[config.mk]
export PLATFORM = sky130hd
export DESIGN_NAME = xbar_master_seq
export DESIGN_NICKNAME = d
export VERILOG_FILES = /design/src/rtl/xbm_pkg.sv /design/src/rtl/xbm_ctrl.sv /design/src/rtl/xbm_wpath.sv /design/src/rtl/xbm_rpath.sv /design/src/rtl/xbar_master_seq.sv
export SDC_FILE = /design/constraint.sdc
export NUM_CORES = 1
export LEC_CHECK = 0
export CORE_MARGIN = 2
export CORE_UTILIZATION = 40
export CTS_CLUSTER_SIZE = 12
export DETAILED_ROUTE_END_ITERATION = 7
export MAX_ROUTING_LAYER = met4
export PLACE_DENSITY_LB_ADDON = 0.3
export SETUP_SLACK_MARGIN = 0.05
export SLEW_MARGIN = 10
export SYNTH_ARGS = -nofsm -noshare
export SYNTH_HDL_FRONTEND = slang
export SYNTH_SLANG_ARGS = --single-unit
[constraint.sdc]
create_clock -name clk -period 2.1 [get_ports clk]
set_input_delay 0.63 -clock clk [delete_from_list [all_inputs] [get_ports clk]]
set_output_delay 0.63 -clock clk [all_outputs]
set_load 0.05 [all_outputs]
[src/rtl/xbm_pkg.sv]
package xbm_pkg;

    typedef enum logic [3:0] {
        S_IDLE,
        S_ARM1,
        S_ARM2,
        S_RT_CAP,
        S_RT_SHF,
        S_RT_WAIT,
        S_GAP,
        S_AD_CAP,
        S_AD_WAIT,
        S_WR,
        S_RD
    } seq_state_t;

    localparam logic [1:0] RSP_NONE = 2'd0;
    localparam logic [1:0] RSP_CHG  = 2'd1;
    localparam logic [1:0] RSP_DSE  = 2'd2;
    localparam logic [1:0] RSP_DONE = 2'd3;

    // position of the direction flag inside the address word
    localparam int DIR_BIT = 1;

    function automatic logic is_header(input seq_state_t s);
        return (s == S_RT_CAP) || (s == S_RT_SHF) || (s == S_RT_WAIT);
    endfunction

    function automatic logic is_addr(input seq_state_t s);
        return (s == S_AD_CAP) || (s == S_AD_WAIT);
    endfunction

endpackage

[src/rtl/xbm_ctrl.sv]
module xbm_ctrl
    import xbm_pkg::*;
#(
    parameter int DW        = 32,
    parameter int ROUTE_SHIFT = 4
) (
    input  logic          clk,
    input  logic          rst,
    input  logic          go,
    input  logic [1:0]    rsp,
    input  logic [DW-1:0] fifo_in,
    input  logic          in_ae,
    output logic          route_req,
    output logic          addr_req,
    output logic          master,
    output logic          wr_active,
    output logic          rd_active,
    output logic [DW-1:0] hdr_out,
    output logic          hdr_vld
);

    seq_state_t st, st_nx;
    logic [DW-1:0] route_q;
    logic          dir_q;

    always_comb begin
        st_nx = st;
        unique case (st)
            S_IDLE:    if (go) st_nx = S_ARM1;
            S_ARM1:    st_nx = S_ARM2;
            S_ARM2:    st_nx = S_RT_CAP;
            S_RT_CAP:  st_nx = S_RT_SHF;
            S_RT_SHF:  st_nx = S_RT_WAIT;
            S_RT_WAIT: if (rsp == RSP_CHG) st_nx = S_GAP;
            S_GAP:     st_nx = S_AD_CAP;
            S_AD_CAP:  st_nx = S_AD_WAIT;
            S_AD_WAIT: if (rsp == RSP_DSE) st_nx = dir_q ? S_RD : S_WR;
            S_WR:      if (in_ae) st_nx = S_IDLE;
            S_RD:      if (rsp == RSP_DONE) st_nx = S_IDLE;
            default:   st_nx = S_IDLE;
        endcase
    end

    always_ff @(posedge clk) begin
        if (rst) begin
            st      <= S_IDLE;
            master  <= 1'b0;
            hdr_vld <= 1'b0;
            hdr_out <= '0;
            route_q <= '0;
            dir_q   <= 1'b0;
        end else begin
            st      <= st_nx;
            hdr_vld <= 1'b0;
            case (st)
                S_RT_CAP: begin
                    route_q <= fifo_in;
                    hdr_out <= fifo_in;
                    hdr_vld <= 1'b1;
                    master  <= 1'b1;
                end
                S_RT_SHF: begin
                    hdr_out <= route_q >> ROUTE_SHIFT;
                    hdr_vld <= 1'b1;
                end
                S_AD_CAP: begin
                    hdr_out <= fifo_in;
                    hdr_vld <= 1'b1;
                    dir_q   <= fifo_in[DIR_BIT];
                end
                default: ;
            endcase
            if (st_nx == S_IDLE) master <= 1'b0;
        end
    end

    assign route_req = is_header(st);
    assign addr_req  = is_addr(st);
    assign wr_active = (st == S_WR);
    assign rd_active = (st == S_RD);

    AST_ROUTE_DELAY: assert property (@(posedge clk) disable iff (rst)
        $rose(route_req) |-> $past(go, 3));
    AST_ROUTE_DROP: assert property (@(posedge clk) disable iff (rst)
        $fell(route_req) |-> $past(rsp) == RSP_CHG);
    AST_ADDR_GAP: assert property (@(posedge clk) disable iff (rst)
        $rose(addr_req) |-> (!$past(route_req) && $past(route_req, 2)));
    AST_ADDR_DROP: assert property (@(posedge clk) disable iff (rst)
        $fell(addr_req) |-> $past(rsp) == RSP_DSE);
    AST_MASTER_HDR: assert property (@(posedge clk) disable iff (rst)
        $rose(master) |-> hdr_vld);

endmodule

[src/rtl/xbm_wpath.sv]
module xbm_wpath #(
    parameter int DW = 32
) (
    input  logic          clk,
    input  logic          rst,
    input  logic          active,
    input  logic          in_ae,
    input  logic [DW-1:0] fifo_in,
    output logic          in_re,
    output logic          in_oe,
    output logic [DW-1:0] wdat,
    output logic          wvld
);

    logic pull;
    assign pull  = active && !in_ae;
    assign in_re = pull;
    assign in_oe = pull;

    always_ff @(posedge clk) begin
        if (rst) begin
            wdat <= '0;
            wvld <= 1'b0;
        end else begin
            wvld <= pull;
            if (pull) wdat <= fifo_in;
        end
    end

    AST_WVLD_AFTER_PULL: assert property (@(posedge clk) disable iff (rst)
        wvld |-> $past(in_re));

endmodule

[src/rtl/xbm_rpath.sv]
module xbm_rpath #(
    parameter int DW = 32
) (
    input  logic          clk,
    input  logic          rst,
    input  logic          active,
    input  logic          out_af,
    input  logic [DW-1:0] xb_in,
    input  logic          xb_in_vld,
    output logic          xb_req,
    output logic [DW-1:0] fifo_out,
    output logic          out_we,
    output logic          fifo_out_en
);

    always_ff @(posedge clk) begin
        if (rst) begin
            fifo_out <= '0;
            out_we   <= 1'b0;
        end else begin
            out_we <= active && xb_in_vld;
            if (active && xb_in_vld) fifo_out <= xb_in;
        end
    end

    assign xb_req      = active && !out_af;
    assign fifo_out_en = active || out_we;

    AST_WE_DRIVES_BUS: assert property (@(posedge clk) disable iff (rst)
        out_we |-> fifo_out_en);

endmodule

[src/rtl/xbar_master_seq.sv]
module xbar_master_seq
    import xbm_pkg::*;
#(
    parameter int DW          = 32,
    parameter int ROUTE_SHIFT = 4
) (
    input  logic          clk,
    input  logic          rst,
    input  logic          go,
    input  logic          slave_busy,
    input  logic [1:0]    rsp,
    input  logic [DW-1:0] fifo_in,
    input  logic          in_ae,
    input  logic          out_af,
    input  logic [DW-1:0] xb_in,
    input  logic          xb_in_vld,
    output logic          route_req,
    output logic          addr_req,
    output logic          master,
    output logic          kill_req,
    output logic          in_re,
    output logic          in_oe,
    output logic          out_we,
    output logic [DW-1:0] fifo_out,
    output logic          fifo_out_en,
    output logic [DW-1:0] xb_out,
    output logic          xb_out_vld,
    output logic          xb_req
);

    logic          wr_active, rd_active;
    logic [DW-1:0] hdr_out, wdat;
    logic          hdr_vld, wvld;

    xbm_ctrl #(.DW(DW), .ROUTE_SHIFT(ROUTE_SHIFT)) u_ctrl (
        .clk       (clk),
        .rst       (rst),
        .go        (go),
        .rsp       (rsp),
        .fifo_in   (fifo_in),
        .in_ae     (in_ae),
        .route_req (route_req),
        .addr_req  (addr_req),
        .master    (master),
        .wr_active (wr_active),
        .rd_active (rd_active),
        .hdr_out   (hdr_out),
        .hdr_vld   (hdr_vld)
    );

    xbm_wpath #(.DW(DW)) u_wpath (
        .clk     (clk),
        .rst     (rst),
        .active  (wr_active),
        .in_ae   (in_ae),
        .fifo_in (fifo_in),
        .in_re   (in_re),
        .in_oe   (in_oe),
        .wdat    (wdat),
        .wvld    (wvld)
    );

    xbm_rpath #(.DW(DW)) u_rpath (
        .clk         (clk),
        .rst         (rst),
        .active      (rd_active),
        .out_af      (out_af),
        .xb_in       (xb_in),
        .xb_in_vld   (xb_in_vld),
        .xb_req      (xb_req),
        .fifo_out    (fifo_out),
        .out_we      (out_we),
        .fifo_out_en (fifo_out_en)
    );

    // header words and write data never overlap in time
    assign xb_out     = hdr_vld ? hdr_out : wdat;
    assign xb_out_vld = hdr_vld || wvld;

    always_ff @(posedge clk) begin
        if (rst) kill_req <= 1'b0;
        else     kill_req <= go && slave_busy;
    end

    AST_STROBE_EXCL: assert property (@(posedge clk) disable iff (rst)
        !(in_re && out_we));
    AST_HDR_EXCL: assert property (@(posedge clk) disable iff (rst)
        !(route_req && addr_req));
    AST_WR_BUS_OFF: assert property (@(posedge clk) disable iff (rst)
        in_re |-> !fifo_out_en);
    AST_DATA_IN_TXN: assert property (@(posedge clk) disable iff (rst)
        (in_re || xb_req) |-> master);
    AST_KILL_CAUSE: assert property (@(posedge clk) disable iff (rst)
        kill_req |-> ($past(go) && $past(slave_busy)));

endmodule

==> reports/metrics.yaml <==
outcome: "finished with violations"
violations: "negative setup slack"
cts_tree: "yes"
clkTransAtPathRegs_ns: 0.05
finalInstanceArea_um2: 8420
setup_violations: 15
period_share_pct: 105
worstSetupEndpointType: "output pin"
synth_seq_cells: 134
clk_latency_ns: 0.41
ff2ff_path_depth: 7
power_density_nw_per_um2: 794
wl_um: 15400
gp_congestion: 0.946
min_path_cells: 2
grt_pass1_wl_um: 25300
placed_area_um2: 7460
slew_headroom_pct: 59.2
multiInputGateArea_um2: 2710
min_period_ns: 2.21
holdPathEnd: "u_wpath.wdat[20]$_SDFFE_PP0P_"
slowest_delay_ns: 0.57
nets: 863
antenna_found_initial: 0
skew_ns: 0.00669
seq_area_frac_synth_pct: 48.8
ys.flop_type: "dfxtp_1"
syn_inst: 643
clk_path_buf_depth: 2
io_pins: 147
syn_nets: 716
die_w_um: 121
synthToLayoutAreaGrowth_pct: 53.1
syn_area_per_cell_um2: 8.56
h-tree-depth: 4
place.port_buffers: 146
rows: 42
power_uw: 6690
regArea_um2: 2700
num-fill-cells: 1110
leakage_uw: 0.00307
core_region_area_um2: 13300
ctsHoldBuffers: 0
worstHoldStart: "u_wpath.wdat[20]$_SDFFE_PP0P_"
dpl_worst_slack_ns: -0.348
r2r_start: "u_ctrl.st[2]$_SDFF_PP0_"
drtIter0Drc: 331
drt-vias-per-instance: 5.15
slowest_stage: "or4b_4"
cts_made_buffers: 17
start_util_pct: 41.2
worst_pin_slew_ns: 0.610
grt_max_degree: 65
detail-route-antenna-nets: 0
synth_edf_count: 0
dp_hpwl_um: 9820
hold_viol: 0
syn_area_um2: 5500
cp-start-kind: "register"
crit_type: "reg -> out"
cts_sinks: 134
drv_cap: 0
rsz0062_at_grt: "true"
num_vias: 5036
drive_gt1_share_pct: 24.6
synth.distinct_cells: 37
track_usage_pct: 22.4
num_antenna_cells: 0
detail_route.wl_per_cell_um: 15.8
vdd.ir_drop.worst_uv: 462
maxSlewViolCount: 0
worstPathMaxFanout: 4
rrSetupSlack_ns: 0.20
r2r-end: "u_ctrl.master$_SDFFE_PP0P_"
grt-ovfl-total: 0
hp-class: "reg -> reg"
required_ns: 1.47
fin_ws_ns: -0.108
root_buffer: "clkbuf_16"
die_area_um2: 14700
die_y_um: 121
clock.fmax_mhz: 453
synth-warning-count: 0
synth-async-reset-ratio_pct: 0
drc: 0
drtPass1Iterations: 5
path_cells: "or4b_4 > o21ai_4 > buf_12"
grt_pass1_vias: 5170
critPathArrivalTime_ns: 1.58
worst max-delay path by stage:
stage | from | to | slack, ns | cells past startpoint
global route | u_ctrl.st[0]$_SDFF_PP0_ | fifo_out_en | -0.14 | 4
floorplan | u_ctrl.st[0]$_SDFF_PP0_ | addr_req | -0.04 | 3
finish | u_ctrl.st[1]$_SDFF_PP0_ | addr_req | -0.11 | 3
detailed placement | in_ae | in_oe | -0.35 | 4
global placement | in_ae | in_re | -0.33 | 4
CTS | u_ctrl.st[1]$_SDFF_PP0_ | addr_req | -0.11 | 3
cell type report:
class                      instances  area share (%)
clock buffer                      24            6.20
clock inverter                     7            1.37
inverter                           4           0.357
multi-input combinational        453            32.2
sequential                       134            32.0
tap                              176            2.62
timing repair buffer             180            25.3
through the flow:
stage                     hold WS, ns  cells  util (%)  TNS, ns
final                           0.452    978      63.1   -0.930
after CTS                       0.454    978      63.0    -1.89
after detailed placement        0.444    938      55.9    -4.78
after global placement          0.438    938      55.9    -3.47
after floorplan                 0.434    643         -  -0.0362
after global routing            0.467    978      63.1    -2.12
cell usage in the layout, fill, tap and decap left out, drive strengths merged, types with 3 or more instances in the layout:
cell and instances:
buf 109, mux2i 29, nand2b 4, nor2 44
nor3 4, a21oi 95, inv 3, a22oi 4
clkdlybuf4s50 69, bufinv 3, mux2 33, a211oi 29
dfxtp 134, nand2 189, clkbuf 24, clkinv 3
kinds of logic (layout without fill, tap and decap cells):
logic type / count (synthesis) / after routing / synth area share, %
DFF: 134 / 134 / 48.8
xor gates and xnor gates: 1 / 1 / 0.159
and+or+nand+nor: 254 / 254 / 19.3
buffers and inverters: 56 / 215 / 5.48
muxes: 62 / 62 / 12.0
AOI/OAI and AO/OA: 136 / 136 / 14.3
worst max-delay path: cells and delay by family, from the launching register on:
family / cells / cell delay (ns)
flip-flops: 1 / 0.34
AND/OR/NAND/NOR: 1 / 0.57
buffers and inverters: 1 / 0.16
AO/OA/AOI/OAI: 1 / 0.10
sequential cells by signal, summed over array words and instances, names as in the netlist:
signal / flops
u_rpath.fifo_out: 32
u_ctrl.dir_q: 1
u_ctrl.master: 1
u_ctrl.hdr_out: 32
u_wpath.wdat: 32
u_ctrl.route_q: 28
kill_req: 1
u_rpath.out_we: 1
u_ctrl.st: 4
u_wpath.wvld: 1
u_ctrl.hdr_vld: 1
per-layer routing:
metal | vias up | share of wire [%] | GRT usage [%] | wire (um)
met2 | 177 | 49 | 36.8 | 7540
met5 | - | 0 | - | 0
met4 | 0 | 1.4 | 7.11 | 219
met3 | 23 | 7.1 | 5.87 | 1090
li1 | 2452 | - | - | -
met1 | 2384 | 43 | 27.1 | 6560
report_power, final:
group          switching (uW)  total [uW]  internal [uW]
combinational             434         843            409
clock                    1050        3130           2080
sequential               65.6        2710           2650
total                    1550        6690           5130
repair_timing:
action                                 CTS  global route
pin swaps                                4             3
gates cloned                             2             0
endpoints found under the hold margin    0             0
setup endpoints to repair               39            39
gates resized for setup                 65             7
setup buffers                            7             1
cells in the mapped netlist (2+ instances only):
cell type | n | area, um^2
a211oi_1 | 29 | 218
a21oi_1 | 95 | 475
a22oi_1 | 4 | 30.0
buf_1 | 3 | 11.3
buf_2 | 12 | 60.1
buf_4 | 6 | 45.0
buf_6 | 5 | 56.3
clkbuf_1 | 25 | 93.8
dfxtp_1 | 134 | 2680
inv_1 | 3 | 11.3
mux2_2 | 33 | 372
mux2i_1 | 29 | 290
nand2_1 | 188 | 706
nand2b_1 | 4 | 25.0
nand3b_1 | 2 | 15.0
nor2_1 | 44 | 165
nor3_1 | 4 | 20.0
o21ai_0 | 2 | 10.0
o22ai_1 | 2 | 12.5
or2_2 | 2 | 12.5
Power figures use the tool's default switching activity.
